--- config.mk ---
export PLATFORM = sky130hd
export DESIGN_NAME = tsc_switch_ctrl
export DESIGN_NICKNAME = d
export VERILOG_FILES = /design/src/rtl/tsc_pkg.sv /design/src/rtl/tsc_urgency_reg.sv /design/src/rtl/tsc_fair_timer.sv /design/src/rtl/tsc_swap_seq.sv /design/src/rtl/tsc_switch_ctrl.sv
export SDC_FILE = /design/constraint.sdc
export NUM_CORES = 1
export LEC_CHECK = 0
export ABC_AREA = 1
export BUFFER_PORTS_ARGS = -buffer_cell sky130_fd_sc_hd__buf_4
export CORE_UTILIZATION = 59
export CTS_BUF_LIST = sky130_fd_sc_hd__clkbuf_4 sky130_fd_sc_hd__clkbuf_8 sky130_fd_sc_hd__clkbuf_16
export CTS_CLUSTER_DIAMETER = 50
export DETAILED_ROUTE_END_ITERATION = 8
export GPL_ROUTABILITY_DRIVEN = 0
export PLACE_DENSITY = 0.9
export SKIP_CTS_REPAIR_TIMING = 1
export SLEW_MARGIN = 20
export SYNTH_ARGS = -nofsm -noshare
export SYNTH_HDL_FRONTEND = slang
export SYNTH_SLANG_ARGS = --single-unit
--- constraint.sdc ---
create_clock -name clk -period 2.2 [get_ports clk]
set_clock_uncertainty 0.2 [all_clocks]
set_input_delay 0.44 -clock clk [delete_from_list [all_inputs] [get_ports clk]]
set_output_delay 0.44 -clock clk [all_outputs]
set_load 0.05 [all_outputs]
--- src/rtl/tsc_pkg.sv ---
package tsc_pkg;
  localparam int NCTX    = 2;
  localparam int URG_W   = 3;

  typedef logic [URG_W-1:0] urg_t;

  localparam urg_t URG_TOP = urg_t'(7);
  localparam urg_t URG_IRQ = urg_t'(6);
  localparam urg_t URG_NOM = urg_t'(5);

  // Next urgency of one thread; the argument order is the priority order.
  function automatic urg_t urg_next(urg_t cur, logic tout, logic irq,
                                    logic ret, logic miss, logic settle);
    urg_t nxt;
    if (tout)                          nxt = URG_TOP;
    else if (irq)                      nxt = URG_IRQ;
    else if (ret)                      nxt = URG_NOM;
    else if (miss)                     nxt = (cur == '0) ? '0 : cur - urg_t'(1);
    else if (settle && cur > URG_NOM)  nxt = URG_NOM;
    else                               nxt = cur;
    return nxt;
  endfunction

  // Swap wanted this cycle (before the flush-in-progress gate).
  function automatic logic swap_wanted(urg_t fg_u, urg_t bg_u, logic forced);
    return forced || (fg_u < bg_u);
  endfunction
endpackage

--- src/rtl/tsc_urgency_reg.sv ---
module tsc_urgency_reg
  import tsc_pkg::*;
(
  input  logic clk,
  input  logic rst_n,
  input  logic tout,
  input  logic irq,
  input  logic ret,
  input  logic miss,
  input  logic settle,
  output urg_t urg
);
  urg_t urg_q;

  always_ff @(posedge clk) begin
    if (!rst_n) urg_q <= URG_NOM;
    else        urg_q <= urg_next(urg_q, tout, irq, ret, miss, settle);
  end

  assign urg = urg_q;
endmodule

--- src/rtl/tsc_fair_timer.sv ---
module tsc_fair_timer #(
  parameter int TIMEOUT_CYC = 64
) (
  input  logic clk,
  input  logic rst_n,
  input  logic clr,
  input  logic is_fg,
  output logic expire
);
  localparam int CNT_W = (TIMEOUT_CYC > 2) ? $clog2(TIMEOUT_CYC) : 1;
  localparam logic [CNT_W-1:0] LAST = CNT_W'(TIMEOUT_CYC - 1);

  logic [CNT_W-1:0] cnt_q;

  assign expire = !is_fg && (cnt_q == LAST);

  always_ff @(posedge clk) begin
    if (!rst_n || clr || expire) cnt_q <= '0;
    else                         cnt_q <= cnt_q + CNT_W'(1);
  end
endmodule

--- src/rtl/tsc_swap_seq.sv ---
module tsc_swap_seq
  import tsc_pkg::*;
(
  input  logic clk,
  input  logic rst_n,
  input  urg_t urg_fg,
  input  urg_t urg_bg,
  input  logic forced,
  output logic switch_req,
  output logic flush,
  output logic fg
);
  logic flush_q;
  logic fg_q;

  assign switch_req = !flush_q && swap_wanted(urg_fg, urg_bg, forced);

  always_ff @(posedge clk) begin
    if (!rst_n) begin
      flush_q <= 1'b0;
      fg_q    <= 1'b0;
    end else begin
      flush_q <= switch_req;
      if (flush_q) fg_q <= ~fg_q;
    end
  end

  assign flush = flush_q;
  assign fg    = fg_q;
endmodule

--- src/rtl/tsc_switch_ctrl.sv ---
module tsc_switch_ctrl
  import tsc_pkg::*;
#(
  parameter int TIMEOUT_CYC = 64
) (
  input  logic       clk,
  input  logic       rst_n,
  input  logic [1:0] miss_i,
  input  logic [1:0] fill_i,
  input  logic [1:0] irq_i,
  input  logic       hint_i,
  input  logic       sync_fault_i,
  input  logic       sleep_i,
  output logic       switch_req_o,
  output logic       flush_o,
  output logic       fg_id_o
);
  // Named internal events, brought out for the checker.
  urg_t            urg_q [NCTX];
  logic [NCTX-1:0] tout_w;
  logic [NCTX-1:0] settle_w;
  logic [NCTX-1:0] tclr_w;
  logic            forced_w;
  logic            fg_w;
  logic            flush_w;
  urg_t            urg_fg_w;
  urg_t            urg_bg_w;

  assign forced_w = hint_i | sync_fault_i | sleep_i;
  assign urg_fg_w = urg_q[fg_w];
  assign urg_bg_w = urg_q[~fg_w];

  for (genvar t = 0; t < NCTX; t++) begin : g_ctx
    logic is_fg;
    assign is_fg       = (fg_w == 1'(t));
    assign settle_w[t] = flush_w && !is_fg;
    assign tclr_w[t]   = is_fg || settle_w[t];

    tsc_fair_timer #(.TIMEOUT_CYC(TIMEOUT_CYC)) u_timer (
      .clk    (clk),
      .rst_n  (rst_n),
      .clr    (tclr_w[t]),
      .is_fg  (is_fg),
      .expire (tout_w[t])
    );

    tsc_urgency_reg u_urg (
      .clk    (clk),
      .rst_n  (rst_n),
      .tout   (tout_w[t]),
      .irq    (irq_i[t]),
      .ret    (fill_i[t]),
      .miss   (miss_i[t]),
      .settle (settle_w[t]),
      .urg    (urg_q[t])
    );
  end

  tsc_swap_seq u_seq (
    .clk        (clk),
    .rst_n      (rst_n),
    .urg_fg     (urg_fg_w),
    .urg_bg     (urg_bg_w),
    .forced     (forced_w),
    .switch_req (switch_req_o),
    .flush      (flush_w),
    .fg         (fg_w)
  );

  assign flush_o = flush_w;
  assign fg_id_o = fg_w;
endmodule

## After elaboration in Yosys (flattened, before gate mapping)

Index checks and enable logic that the tools add are counted.

| storage, ports and cells | value |
|---|---|
| output and inout port bits | 3 |
| input bits | 11 |
| memory bits (read-only) | 0 |
| word-level logic and storage cells | 74 |
| bits in registers | 20 |
| memories | 0 |
| bits in latches | 0 |
| RAM bits | 0 |

| cells by class | value |
|---|---|
| eq/ne operators | 2 |
| mux-type cells | 18 |
| magnitude comparators | 5 |
| shifts and indexed selects | 0 |
| divide/modulo/power cells | 0 |
| $mul | 0 |
| bitwise gates (word level) | 6 |
| $add $sub $neg | 4 |
| reduce and logical (&&, ||, !) cells | 29 |

Operators by type and width:

| cell | number |
|---|---|
| $mux W3 | 12 |
| $add A6 B1 Y6 const B | 2 |
| $eq A6 B6 Y1 const B | 2 |
| $mux W2 | 6 |
| $reduce_bool A5 Y1 | 2 |
| $reduce_bool A4 Y1 | 2 |
| $reduce_or A4 Y1 | 2 |
| $logic_and A1 B1 Y1 | 7 |
| $logic_or A1 B1 Y1 | 7 |
| $gt A3 B3 Y1 const B | 2 |
| $logic_not A3 Y1 | 2 |
| $sub A3 B1 Y3 const B | 2 |
| $ge A2 B2 Y1 const B | 2 |
| $not A1 Y2 | 2 |
| $reduce_bool A2 Y1 | 2 |
| $reduce_or A2 Y1 | 2 |
| $logic_not A1 Y1 | 3 |
| $lt A3 B3 Y1 | 1 |
| $not A1 Y1 | 2 |
| $or A1 B1 Y1 | 2 |

## Longest topological paths before layout

| depth | value |
|---|---|
| depth in word-level cells | 8 |
| gate-level depth with buffers | 9 |
| mapped depth without buffers | 9 |

## By module

A second synthesis with hierarchy kept.

| unflattened totals | value |
|---|---|
| cells, all modules | 195 |
| area, all modules | 1,211.2 um2 |

Modules (own cells, without submodules):

| module | times used | cells each | seq. area each (um2) | area each (um2) |
|---|---|---|---|---|
| tsc_fair_timer | 2 | 35 | 120.1 | 269.0 |
| tsc_urgency_reg | 2 | 37 | 60.1 | 202.7 |
| tsc_swap_seq | 1 | 22 | 40.0 | 143.9 |
| tsc_switch_ctrl | 1 | 29 | 0.0 | 123.9 |

## Worst setup path after synthesis

Ideal clock, no wire load.

| timing | value |
|---|---|
| kind | register to output |
| start | reg u_seq.fg_q (netlist: u_seq.fg) |
| end | out switch_req_o |
| required time | 1.560 ns |
| path slack | -0.024 ns |
| arrival time | 1.584 ns |
| cell stages (with the launch flop) | 9 |
| buffers on the path | 0 |
| cells stage by stage | dfxtp_1 -> inv_2 -> o21ai_1 -> nand2_1 -> nand2_1 -> nand2_1 -> nand2_1 -> nand2_1 -> inv_1 |

| on the way | value |
|---|---|
| longest elaborated chain between the ends | 8 |
| elaborated cells between the ends (all ways) | 12 |
| classes of those cells | order compare: 1; mux: 6; bitwise: 3; reduce/logical: 2 |

RTL lines:

| element | RTL line | text |
|---|---|---|
| start: declaration | tsc_swap_seq.sv:14 | `logic fg_q;` |
| start signal: assignment | tsc_swap_seq.sv:24 | `if (flush_q) fg_q <= ~fg_q;` |
| $not A1 Y1 | tsc_switch_ctrl.sv:31 | `assign urg_bg_w = urg_q[~fg_w];` |
| $not A1 Y2 | tsc_switch_ctrl.sv:31 |  |
| $mux W3 (implied by the code) (3 in a row) | tsc_switch_ctrl.sv:31 |  |
| $lt A3 B3 Y1 (*) | tsc_pkg.sv:26 | `return forced \|\| (fg_u < bg_u);` |
| $logic_or A1 B1 Y1 (*) | tsc_pkg.sv:26 |  |
| $logic_and A1 B1 Y1 (*) | tsc_swap_seq.sv:16 | `assign switch_req = !flush_q && swap_wanted(urg_fg, urg_bg, forced);` |
| end: declaration | tsc_switch_ctrl.sv:14 | `output logic switch_req_o,` |

Every way passes the cells marked *; elsewhere a longest branch is shown, timed or not. The select of a mux whose other input is x is not followed.

## Worst setup path after layout

| timing | value |
|---|---|
| start | reg g_ctx[1].u_urg.urg_q[1] |
| end | out switch_req_o |

| on the way | value |
|---|---|
| longest elaborated chain between the ends | 6 |
| elaborated cells between the ends (all ways) | 9 |
| classes of those cells | order compare: 1; mux: 6; reduce/logical: 2 |

RTL lines:

| element | RTL line | text |
|---|---|---|
| start: declaration | tsc_urgency_reg.sv:13 | `urg_t urg_q;` |
| start signal: assignment | tsc_urgency_reg.sv:17 | `else urg_q <= urg_next(urg_q, tout, irq, ret, miss, settle);` |
| $mux W3 (on tied branches) (3 in a row) | tsc_switch_ctrl.sv:30, tsc_switch_ctrl.sv:31 |  |
| $lt A3 B3 Y1 (*) | tsc_pkg.sv:26 |  |
| $logic_or A1 B1 Y1 (*) | tsc_pkg.sv:26 |  |
| $logic_and A1 B1 Y1 (*) | tsc_swap_seq.sv:16 |  |

Marks and branches as above.

==> summary.txt <==
Worst setup path
  • CP Max Fanout: 5
  • Crit path largest cell delay: about 400 ps
  • Startpoint Class: register
  • Chain of cells forming the critical path: inv_2 -> nand2_1 -> nand2_1 -> nor2_2 -> nand2_1 -> nand2_1 -> nand2_1 -> nand2_2 -> inv_1 -> buf_6
  • CP endpoint kind: output pin
  • Crit Path Class: register to output pin
  • Arrival @ worst endpoint: around 1600 ps
  • Slowest stage cell, crit path: dfxtp_4
  • Critical path data required time: ~1600 ps
  • Critical path's most frequent cell: nand2_1

Synthesis
  • Most frequent cell after synthesis: nand2_1
  • Synth Instances: roughly 150
  • Syn_nets: 164
  • EDFF count, synth: 0
  • Synth top cells by count: 43 x nand2_1, 24 x nor2_1, 20 x dfxtp_1, 18 x inv_1, 12 x nand3_1
  • Main synth FF type: dfxtp_1
  • Yosys top cell area share: 0.387
  • Mapped cell area: between 1000 and 1500 um^2
  • Top cell type by total area after synthesis: dfxtp_1
  • Avg Inst Size Synth: approximately 6.8 um^2
  • Yosys Warn Count: 0
  • Seq/Total Area, Yosys: 0.387
  • Ys async rst share: 0
  • Post-synthesis register bit count: 20
  • Top cells by area, synth: dfxtp_1 39%, nand2_1 16%, nor2_1 8.7%
  • Post-synth cell types: 22

Clock tree
  • CTS Root Cell: clkbuf_4
  • Max clock buf depth: 2
  • Worst-skew pair later-pin latency: slightly above 300 ps
  • TritonCTS buffer count: 3
  • CTS H-tree depth: 1
  • CTS tree: done
  • Clock transition at the registers of the reported paths: approximately 120 ps
  • TritonCTS Sinks: 20

Global route
  • All-Layer GR Usage: 0.273
  • GRT overflow: 0
  • Largest net degree at the start of global routing: 13
  • Vias in the first global route: 937
  • Initial antenna violation count: 0
  • Global-route wire length before repair: 3.86 mm

STA
  • Highest Clock Rate: 457 MHz
  • Tcrit/Tclk final: 0.995
  • Worst setup margin: between 10 and 15 ps
  • Rel. slew slack: 0.796
  • Slew Viols, Final: 0
  • Final hold violations: 0
  • Final TNS setup: 0 ps
  • Hold Worst Slack: 141 ps
  • Least-Margin Pin Slew: about 300 ps
  • Min cycle time layout: ~2200 ps
  • Final setup viols: 0

Layout
  • Final cell count without fillers: 188
  • N_diodes: 0
  • Final Core Density: 0.804
  • Synthesis-to-layout area growth: 22.6%
  • Fill count: between 100 and 150
  • Layout cells sized above 1: 0.250
  • Nets: 186

Floorplanning
  • Initial core utilization: 0.656
  • Rows: 14
  • # IOs: 14
  • Die Area: slightly below 2000 um^2
  • Die Y: 43.9 um
  • Core Area: 1580 um^2
  • Chip Width: about 44 um

Placement
  • DP HPWL: between 1.5 and 2 mm
  • Port Buf Inserts: 13
  • Place WS: between 300 and 400 ps
  • Placed cells: 180

Power and ir drop
  • Pleak: a little under 0.6 nW
  • Worst IR Drop VDD: about 0.0006 V
  • Pwr dens: 676 nW/um^2

Job
  • Maximum Capacitance Violations: 0

Routing
  • Via-to-Cell Ratio: a little over 6
  • Initial DRC Count: 55
  • Post-route ant nets: 0
  • Per-cell routed wire length: around 15 um
  • Routed wire length: roughly 2.8 mm
  • DR pass1 iterations: 4
  • Residual DRC: 0
  • DR vias: about 1.1k

Hold path
  • HP Class: input pin to register

Status
  • Run status: finished clean
-- state kept, by name, indices dropped and copies added (netlist names) --
register,cells
g_ctx.u_timer.cnt_q,12
g_ctx.u_urg.urg,6
u_seq.fg,1
u_seq.flush,1
-- critical path, delay by kind of cell (launching register included) --
family                 cells  cell delay, ps
buffers and inverters      3             250
flip-flops                 1             400
AND/OR/NAND/NOR            7             570
-- cells by family after synthesis --
| kind of cell | synth area share |
|---|---|
| flops | 0.387 |
| simple gates | 0.410 |
| compound gates | 0.0581 |
| fa+ha+maj | 0.0242 |
| xor+xnor | 0.0509 |
| buf+inv | 0.0690 |
-- cell usage in the layout (no fill, tap or decap) --
| cell | n |
|---|---|
| buf_4 | 16 |
| dfxtp_2 | 1 |
| inv_2 | 4 |
| inv_1 | 15 |
| o21ai_0 | 3 |
| o211ai_1 | 1 |
| o21ai_1 | 1 |
| nand3_4 | 1 |
| dfxtp_4 | 5 |
| a21oi_2 | 1 |
| nand2_2 | 3 |
| clkbuf_4 | 3 |
| bufinv_16 | 1 |
| nor2_1 | 23 |
| nand3_2 | 1 |
| xnor2_1 | 3 |
| nor3_2 | 1 |
| nor2_2 | 3 |
| nor2_4 | 1 |
| o21ai_2 | 1 |
| nand4_1 | 5 |
| xor2_1 | 3 |
| nand3_1 | 12 |
| a21oi_1 | 3 |
| nand2_1 | 40 |
| dfxtp_1 | 14 |
| ha_1 | 2 |
| nor3_1 | 4 |
| buf_6 | 1 |
-- per-layer routing --
layer | share of wire | routed length [um] | track usage | up-vias
li1 | - | - | - | 522
met1 | 0.36 | 1020 | 0.303 | 521
met2 | 0.49 | 1380 | 0.493 | 75
met3 | 0.089 | 249 | 0.0667 | 25
met4 | 0.056 | 157 | 0.115 | 0
met5 | 0 | 0 | 0 | -
-- final timing paths --
check | start | endpoint | slack, ps | depth (start not counted)
worst max-delay path | g_ctx[1].u_urg.urg[1] | switch_req_o | 10 | 10
worst min-delay path | fill_i[0] | g_ctx[0].u_urg.urg[2] | 140 | 3
worst max register to register | g_ctx[1].u_timer.cnt_q[0] | g_ctx[1].u_urg.urg[1] | 600 | 7
worst min register to register | g_ctx[1].u_timer.cnt_q[0] | g_ctx[1].u_timer.cnt_q[0] | 260 | 1
-- stage by stage --
stage	power, W	area (um^2)
2_1_floorplan	0.000490	1030
3_3_place_gp	0.000529	1150
3_5_place_dp	0.000533	1150
4_1_cts	0.000836	1200
5_1_grt	0.000889	1270
6_report	0.000857	1270
-- report_power, final --
group / internal (W) / total, W / switching [W]
logic: 0.0000579 / 0.000156 / 0.0000985
registers: 0.000375 / 0.000393 / 0.0000186
clock network: 0.000184 / 0.000307 / 0.000123
total: 0.000617 / 0.000857 / 0.000240
-- area by class of cell --
type	count	area [um^2]	share of cell area
clock buffers	3	22.5	0.0178
clock inverters	1	30.0	0.0237
inverters	19	71.3	0.0563
multi-input cells	112	572	0.451
flip-flops and latches	20	420	0.332
well taps	16	20.0	0.0158
repair buffers	17	131	0.104
Note: power is estimated with default switching activity, not from simulation.
